`config.mk`:
```
export PLATFORM = sky130hd
export DESIGN_NAME = ostimer_wdt
export DESIGN_NICKNAME = d
export VERILOG_FILES = /design/src/rtl/ostimer_pkg.sv /design/src/rtl/ostimer_counter.sv /design/src/rtl/ostimer_chan.sv /design/src/rtl/ostimer_status.sv /design/src/rtl/ostimer_wdog.sv /design/src/rtl/ostimer_wdt.sv
export SDC_FILE = /design/constraint.sdc
export NUM_CORES = 1
export LEC_CHECK = 0
export CAP_MARGIN = 0
export CORE_MARGIN = 4
export CORE_UTILIZATION = 50
export DETAILED_ROUTE_END_ITERATION = 10
export HOLD_SLACK_MARGIN = 0.08
export PLACE_DENSITY_LB_ADDON = 0.3
export SLEW_MARGIN = 20
export SYNTH_ARGS = -nofsm -noshare
export SYNTH_HDL_FRONTEND = slang
export SYNTH_SLANG_ARGS = --single-unit
```
`constraint.sdc`:
```
create_clock -name clk -period 3.5 [get_ports clk]
set_input_delay 0.35 -clock clk [delete_from_list [all_inputs] [get_ports clk]]
set_output_delay 0.35 -clock clk [all_outputs]
set_load 0.02 [all_outputs]
```
`src/rtl/ostimer_pkg.sv`:
```
package ostimer_pkg;

  localparam int DATA_W   = 32;
  localparam int ADDR_W   = 8;
  localparam int NUM_CH   = 4;
  localparam int CH_IDX_W = $clog2(NUM_CH);
  localparam int IEN_W    = 12;
  localparam int WDOG_CH  = 3;

  localparam logic [ADDR_W-1:0] OFS_COUNT  = 8'h10;
  localparam logic [ADDR_W-1:0] OFS_STATUS = 8'h14;
  localparam logic [ADDR_W-1:0] OFS_WDOG   = 8'h18;
  localparam logic [ADDR_W-1:0] OFS_IEN    = 8'h1C;
  localparam logic [ADDR_W-1:0] MATCH_END  = ADDR_W'(NUM_CH * 4);

  typedef enum logic [2:0] {
    SEL_NONE,
    SEL_MATCH,
    SEL_COUNT,
    SEL_STATUS,
    SEL_WDOG,
    SEL_IEN
  } reg_sel_e;

  typedef struct packed {
    reg_sel_e              kind;
    logic [CH_IDX_W-1:0]   ch;
  } reg_hit_t;

  // Map a byte offset onto a register class and channel index.
  function automatic reg_hit_t decode_addr(input logic [ADDR_W-1:0] addr);
    reg_hit_t r;
    r.kind = SEL_NONE;
    r.ch   = '0;
    if (addr[1:0] == 2'b00) begin
      if (addr < MATCH_END) begin
        r.kind = SEL_MATCH;
        r.ch   = addr[CH_IDX_W+1:2];
      end else if (addr == OFS_COUNT) begin
        r.kind = SEL_COUNT;
      end else if (addr == OFS_STATUS) begin
        r.kind = SEL_STATUS;
      end else if (addr == OFS_WDOG) begin
        r.kind = SEL_WDOG;
      end else if (addr == OFS_IEN) begin
        r.kind = SEL_IEN;
      end
    end
    return r;
  endfunction

endpackage

```
`src/rtl/ostimer_counter.sv`:
```
module ostimer_counter #(
  parameter int W = ostimer_pkg::DATA_W
) (
  input  logic         clk,
  input  logic         rst_n,
  input  logic         tick_en,
  input  logic         load,
  input  logic [W-1:0] load_val,
  output logic [W-1:0] cnt,
  output logic         adv
);

  function automatic logic [W-1:0] next_count(input logic [W-1:0] c);
    return c + W'(1);
  endfunction

  // adv marks the cycle in which cnt holds a value reached by a tick.
  always_ff @(posedge clk or negedge rst_n) begin
    if (!rst_n) begin
      cnt <= '0;
      adv <= 1'b0;
    end else begin
      adv <= 1'b0;
      if (load) begin
        cnt <= load_val;
      end else if (tick_en) begin
        cnt <= next_count(cnt);
        adv <= 1'b1;
      end
    end
  end

endmodule

```
`src/rtl/ostimer_chan.sv`:
```
module ostimer_chan #(
  parameter int W = ostimer_pkg::DATA_W
) (
  input  logic         clk,
  input  logic         rst_n,
  input  logic         wr,
  input  logic [W-1:0] wdata,
  input  logic [W-1:0] cnt,
  input  logic         adv,
  output logic [W-1:0] match_val,
  output logic         hit
);

  function automatic logic is_hit(input logic a, input logic [W-1:0] c,
                                  input logic [W-1:0] m);
    return a && (c == m);
  endfunction

  always_ff @(posedge clk or negedge rst_n) begin
    if (!rst_n) begin
      match_val <= '0;
    end else if (wr) begin
      match_val <= wdata;
    end
  end

  assign hit = is_hit(adv, cnt, match_val);

endmodule

```
`src/rtl/ostimer_status.sv`:
```
module ostimer_status #(
  parameter int N = ostimer_pkg::NUM_CH
) (
  input  logic         clk,
  input  logic         rst_n,
  input  logic [N-1:0] hit,
  input  logic [N-1:0] ien,
  input  logic         clr_wr,
  input  logic [N-1:0] clr_data,
  output logic [N-1:0] sts
);

  function automatic logic [N-1:0] clear_mask(input logic [N-1:0] w,
                                              input logic [N-1:0] s);
    return w & s;
  endfunction

  function automatic logic [N-1:0] next_status(input logic [N-1:0] s,
                                               input logic [N-1:0] clr,
                                               input logic [N-1:0] set);
    return (s & ~clr) | set;
  endfunction

  logic [N-1:0] clr_bits;
  logic [N-1:0] set_bits;

  assign clr_bits = clr_wr ? clear_mask(clr_data, sts) : '0;
  assign set_bits = hit & ien;

  // A new event in the same cycle as a clear wins.
  always_ff @(posedge clk or negedge rst_n) begin
    if (!rst_n) begin
      sts <= '0;
    end else begin
      sts <= next_status(sts, clr_bits, set_bits);
    end
  end

endmodule

```
`src/rtl/ostimer_wdog.sv`:
```
module ostimer_wdog #(
  parameter int W       = ostimer_pkg::DATA_W,
  parameter int ARM_BIT = 0
) (
  input  logic         clk,
  input  logic         rst_n,
  input  logic         wr,
  input  logic [W-1:0] wdata,
  input  logic         trig,
  output logic [W-1:0] wde,
  output logic         rst_req
);

  logic fire;
  assign fire = trig && wde[ARM_BIT];

  // Firing disarms and wins over a write in the same cycle.
  always_ff @(posedge clk or negedge rst_n) begin
    if (!rst_n) begin
      wde     <= '0;
      rst_req <= 1'b0;
    end else begin
      rst_req <= fire;
      if (fire) begin
        wde <= '0;
      end else if (wr) begin
        wde <= wdata;
      end
    end
  end

endmodule

```
`src/rtl/ostimer_wdt.sv`:
```
module ostimer_wdt
  import ostimer_pkg::*;
#(
  parameter int DW   = DATA_W,
  parameter int AW   = ADDR_W,
  parameter int NCH  = NUM_CH,
  parameter int IENW = IEN_W,
  parameter int WCH  = WDOG_CH
) (
  input  logic           clk,
  input  logic           rst_n,
  input  logic           tick_en,
  input  logic           bus_sel,
  input  logic           bus_wr,
  input  logic [AW-1:0]  bus_addr,
  input  logic [DW-1:0]  bus_wdata,
  output logic [DW-1:0]  bus_rdata,
  output logic           bus_err,
  output logic [NCH-1:0] irq,
  output logic           rst_req
);

  reg_hit_t dec;
  logic     wr_en;
  logic     rd_en;

  assign dec   = decode_addr(bus_addr);
  assign wr_en = bus_sel && bus_wr;
  assign rd_en = bus_sel && !bus_wr;

  // Named internal events (also observed by the bound checker).
  logic            cnt_load;
  logic [DW-1:0]   cnt_q;
  logic            cnt_adv;
  logic [NCH-1:0]  chan_hit;
  logic [NCH-1:0]  sts_q;
  logic [IENW-1:0] ien_q;
  logic [DW-1:0]   wde_q;
  logic [DW-1:0]   match_val [NCH];

  assign cnt_load = wr_en && (dec.kind == SEL_COUNT);

  ostimer_counter #(.W(DW)) u_cnt (
    .clk      (clk),
    .rst_n    (rst_n),
    .tick_en  (tick_en),
    .load     (cnt_load),
    .load_val (bus_wdata),
    .cnt      (cnt_q),
    .adv      (cnt_adv)
  );

  for (genvar g = 0; g < NCH; g++) begin : g_chan
    logic ch_wr;
    assign ch_wr = wr_en && (dec.kind == SEL_MATCH) &&
                   (dec.ch == CH_IDX_W'(g));
    ostimer_chan #(.W(DW)) u_chan (
      .clk       (clk),
      .rst_n     (rst_n),
      .wr        (ch_wr),
      .wdata     (bus_wdata),
      .cnt       (cnt_q),
      .adv       (cnt_adv),
      .match_val (match_val[g]),
      .hit       (chan_hit[g])
    );
  end

  ostimer_status #(.N(NCH)) u_sts (
    .clk      (clk),
    .rst_n    (rst_n),
    .hit      (chan_hit),
    .ien      (ien_q[NCH-1:0]),
    .clr_wr   (wr_en && (dec.kind == SEL_STATUS)),
    .clr_data (bus_wdata[NCH-1:0]),
    .sts      (sts_q)
  );

  ostimer_wdog #(.W(DW), .ARM_BIT(0)) u_wdog (
    .clk     (clk),
    .rst_n   (rst_n),
    .wr      (wr_en && (dec.kind == SEL_WDOG)),
    .wdata   (bus_wdata),
    .trig    (chan_hit[WCH]),
    .wde     (wde_q),
    .rst_req (rst_req)
  );

  always_ff @(posedge clk or negedge rst_n) begin
    if (!rst_n) begin
      ien_q <= '0;
    end else if (wr_en && (dec.kind == SEL_IEN)) begin
      ien_q <= bus_wdata[IENW-1:0];
    end
  end

  assign irq = sts_q;

  logic [DW-1:0] rd_val;
  always_comb begin
    rd_val = '0;
    unique case (dec.kind)
      SEL_MATCH:  rd_val = match_val[dec.ch];
      SEL_COUNT:  rd_val = cnt_q;
      SEL_STATUS: rd_val = DW'(sts_q);
      SEL_WDOG:   rd_val = wde_q;
      SEL_IEN:    rd_val = DW'(ien_q);
      default:    rd_val = '0;
    endcase
  end

  assign bus_rdata = rd_en ? rd_val : '0;
  assign bus_err   = rd_en && (dec.kind == SEL_NONE);

endmodule

```
[Word level (Yosys, flattened, before mapping)]
Index checks and enable logic that the tools add are counted.
W data, S select, Z words.
Word-level totals
  register bits: 210
  bits of input ports: 45
  output and inout port bits: 38
  word-level logic and storage cells: 77
Operators by class
  add/subtract/negate cells: 1
  $lt $le $gt $ge: 2
  eq/ne operators: 16
  mux-type cells: 19
  bitwise logic cells: 6
  reductions and logical operators: 23
Operator list (count)
  $mux W32: 7
  $pmux W32 S5: 1
  $eq A32 B32 Y1: 4
  $bmux W32 S2: 1
  $add A32 B1 Y32 const B: 1
  $eq A8 B5 Y1 const B: 4
  $logic_and A1 B1 Y1: 17
  $mux W3: 5
  $and A4 B4 Y4: 3
  $lt A8 B5 Y1 const B: 1
  $eq A3 B2 Y1 const B: 2
  $eq A3 B3 Y1 const B: 2
  $mux W5: 1
  $eq A2 B2 Y1 const B: 2
  $logic_not A2 Y1: 2
  $mux W4: 1
  $not A4 Y4: 1
  $or A4 B4 Y4: 1
  $reduce_bool A2 Y1: 2
  $eq A3 B1 Y1 const B: 1
  $ge A3 B3 Y1 const B: 1
  $logic_not A3 Y1: 1
  $not A2 Y3: 1
  $eq A2 B1 Y1 const B: 1
  3 further kinds: 4

[Depth between registers and ports, before layout]
  depth in word-level cells: 13
  mapped depth: 8
  mapped depth without buffers: 6

[Cells and area by module]
Synthesis repeated with hierarchy kept, for this count alone.
Unflattened totals
  cell total of the unflattened synthesis: 999
  area, all modules: 11776.3 um^2
Modules (own cells, without submodules)
  ostimer_chan: instances 4, cells each 112, area each 1535.2 um^2, sequential area each 800.8 um^2
  ostimer_wdt: instances 1, cells each 230, area each 2278.4 um^2, sequential area each 300.3 um^2
  ostimer_counter: instances 1, cells each 203, area each 1813.0 um^2, sequential area each 825.8 um^2
  ostimer_wdog: instances 1, cells each 106, area each 1393.8 um^2, sequential area each 825.8 um^2
  ostimer_status: instances 1, cells each 12, area each 150.1 um^2, sequential area each 100.1 um^2

[Least setup slack after synthesis]
Ideal clock, no wire load.
  path type: input to output
  start point: input port bus_addr[7]
  end point: output port bus_rdata[18]
  arrival time: 2183 ps
  required time: 3150 ps
  path slack: 967 ps
  stages: 7
  buffers on the path: 2
  cells stage by stage: nor3_1 > nor4b_4 > nand2_1 > or2_2 > clkbuf_1 > clkbuf_1 > o21ai_0
On the way
  word-level cells in the longest chain between the ends: 10
  elaborated cells between the ends (all ways): 23
  those cells by class: order compare: 1; eq/ne: 9; mux: 12; bitwise: 1
Ends and longest elaborated chain
  start: declaration: RTL line ostimer_wdt.sv:15  | input logic [AW-1:0] bus_addr,
  $eq A8 B5 Y1: RTL line ostimer_pkg.sv:45  | end else if (addr == OFS_IEN) begin
  $mux W3: RTL line ostimer_pkg.sv:45
  $mux W3: RTL line ostimer_pkg.sv:43  | end else if (addr == OFS_WDOG) begin
  $mux W3: RTL line ostimer_pkg.sv:41  | end else if (addr == OFS_STATUS) begin
  $mux W3: RTL line ostimer_pkg.sv:39  | end else if (addr == OFS_COUNT) begin
  $mux W3: RTL line ostimer_pkg.sv:36  | if (addr < MATCH_END) begin
  $mux W5 *: RTL line ostimer_pkg.sv:35  | if (addr[1:0] == 2'b00) begin
  branches (longest 1 deep; another with $bmux W32 S2)
  $pmux W32 S5 *: RTL line ostimer_wdt.sv:102  | unique case (dec.kind)
  $mux W32 *: RTL line ostimer_wdt.sv:112  | assign bus_rdata = rd_en ? rd_val : '0;
  end: declaration: RTL line ostimer_wdt.sv:17  | output logic [DW-1:0] bus_rdata,
Mark *: on every way between the ends. The select of a mux whose other input is x is not followed.

[Final worst setup path]
  start point: input port bus_addr[4]
  end point: output port bus_rdata[31]
The elaborated chain is that of the path after synthesis.

==> run metrics <==
CP Class=in -> out; post-route ant nets=0; nets=1,208; CTS tree=yes; Final Non-Filler Cells=1,497; #FFs+latches synth=210; Data required, critical path=3.15 ns; DRT Wirelength=36,510 um; drt wl/cell=24.39 um; H-tree depth=1; gr usage total=0.2771; Top FF cell, synth=dfrtp_1; Crit. End Element=output port; Startpoint Class=input pin; Ports=83; TritonCTS buffer count=24; worst skew pair latency=0.52 ns; Setup Viol. Count Final=0; fin crit period=3.393 ns; Pwr Density=450.1 nW/um2; GPL Wtd Cong=0.9666; crit share post-route=0.9694; CTS sink cnt=210; Mapped Cells=1,115; initial DRC count=827; Final Hold Violating Endpoints=0; VDD IR max=0.2899 mV; core footprint=23,470 um2; Async SR Flop Fraction=1.000; setup TNS=0 ns; row cnt=56; Die ar.=26,440 um2; Post-synth EDFFs=0; post-synthesis cell area=11,950 um2; syn nets=1,161; vias in the first global route=9,194; Critical Path Fanout Max=24; initial antenna violation count=0; # DRC=0; commonest non-fill, non-tap cell in the layout=dfrtp_1; Fin Clk Skew=0.009205 ns; share of cells above drive strength 1=0.1885; DRT Pass-1 Iters=5; first-pass GRT wire length=56,340 um; Syn Area/Cell=10.72 um2; arrival time worst endpoint=3.04 ns; DP HPWL=24,550 um; root buffer cell=clkbuf_16; Unique masters post-synth=41; placed cell count=1,452; RSZ-0062 raised after global routing=no; HP Class=in -> async; run status=completed; Clock Tree Buf Depth=3; Die H=162.6 um; CTS clk-pin slew, worst paths=0.05 ns; max cap viols=0; Slew @ Worst Pin=0.7501 ns; Synthesis Warnings=0; met2 Track Usage GR=0.4392; chip width=162.6 um; Fmax achieved=294.7 MHz; met3 GRT Util=0.05290; commonest non-fill, non-tap cells in the layout=210 x dfrtp_1, 133 x mux2_2, 114 x xor2_1, 78 x clkdlybuf4s50_1, 74 x nor2_1; gr busiest metal=met2; GR Util met1=0.3892; pin count of the biggest net entering global routing=83; initial core utilization=0.5091; grt ovf=0; max_slew headroom=0.5000; vias after detailed routing=9,188; Vias/cell=6.138; Final Max Tran Viols=0; Seq/Total Area, Yosys=0.4398; antenna cells=0; Layout area overhead=17.05%; leakage=6.892 nW; port buffer count=82
-- synthesized netlist by cell type, drive strengths merged, types with 3 or more instances --
library cell	count	area, um2
clkbuf	50	187.7
nand4	22	152.7
o2bb2ai	8	70.07
xnor2	45	394.1
a22o	4	35.03
mux2	166	1869
and3	5	31.28
nand2b	3	18.77
mux4	4	90.09
inv	4	15.01
nand2	64	240.2
xor2	114	998.5
dfrtp	210	5255
a221oi	8	70.07
nor4	29	193.9
nand3	17	85.08
buf	46	252.7
a32o	8	80.08
o31ai	3	22.52
o221ai	24	210.2
a21oi	32	160.2
nor3	38	190.2
nor2	77	294.0
mux2i	60	600.6
o21ai	56	280.3
or3	3	18.77
and4	5	43.79
-- critical path: stages --
cell,delay (ns)
clkdlybuf4s50_1,0.51
buf_4,0.24
nor4_1,0.49
and2_1,0.26
buf_12,0.19
o221ai_1,0.12
o21ai_0,0.12
buf_4,0.15
clkdlybuf4s50_1,0.59
-- layer usage --
| layer | part of all wire | wire [um] |
|---|---|---|
| met4 | 0.036 | 1304 |
| met5 | 0 | 0 |
| met3 | 0.080 | 2930 |
| met2 | 0.46 | 16910 |
| met1 | 0.42 | 15360 |
-- power breakdown --
part           switching [mW]  leakage, nW  total, mW  internal (mW)
combinational           0.513         3.58      0.878          0.365
sequential              0.215         2.90       2.74           2.53
clock                    1.02        0.412       2.67           1.66
-- final cells by class --
class / count / area, um2
Fill cell: 1965 / 9487
Multi-Input combinational cell: 805 / 6276
Sequential cell: 210 / 5255
Timing Repair Buffer: 117 / 1210
Clock buffer: 33 / 685.7
Tap cell: 319 / 399.1
Clock inverter: 9 / 145.1
Inverter: 4 / 15.01
-- cell families (layout without fill, tap and decap cells) --
kind of cell	after synthesis	after routing	synth area share
simple gates	271	271	0.1119
compound gates	144	144	0.07832
mux	230	230	0.2142
xor+xnor	159	159	0.1165
flops	210	210	0.4398
buf+inv	100	163	0.03811
fa+ha+maj	1	1	0.001047
-- sequential cells by signal (all words and copies together), names as in the netlist --
signal                   flops
u_cnt.adv                    1
ien_q                       12
u_cnt.cnt                   32
g_chan.u_chan.match_val    128
u_wdog.rst_req               1
u_sts.sts                    4
u_wdog.wde                  32
-- path summary, 6_finish.rpt --
check,from,endpoint,slack [ns],cells past startpoint
max in group asynchronous,rst_n,g_chan[0].u_chan.match_val[22],2.22,3
min reg2reg,ien_q[7],ien_q[7],0.51,1
min in group clk,ien_q[7],ien_q[7],0.51,1
max,bus_addr[4],bus_rdata[31],0.11,9
max reg2reg,u_cnt.cnt[25],u_wdog.wde[22],0.77,6
min,rst_n,ien_q[8],0.44,2
-- stage by stage --
stage / utilization / power, mW / hold slack (ns) / setup slack, ns / area [um2]
6_report: 0.5958 / 6.295 / 0.4364 / 0.1071 / 13990
3_3_place_gp: 0.5591 / 3.621 / 0.4522 / 0.04373 / 13120
5_1_grt: 0.5958 / 6.482 / 0.5087 / 0.009567 / 13990
2_1_floorplan: - / 3.237 / 0.05441 / 0.9673 / 11950
3_5_place_dp: 0.5591 / 3.634 / 0.4536 / 0.1013 / 13120
4_1_cts: 0.5949 / 6.294 / 0.4798 / 0.08345 / 13960
-- timing repair --
| item | 4_1_cts | 5_1_grt |
|---|---|---|
| resized for setup | 0 | 3 |
| setup endpoints to repair | 0 | 12 |
| buffers inserted | 0 | 2 |
| hold endpoints to repair | 80 | 0 |
| hold buffers | 1 | 0 |
Power figures use the tool's default switching activity.
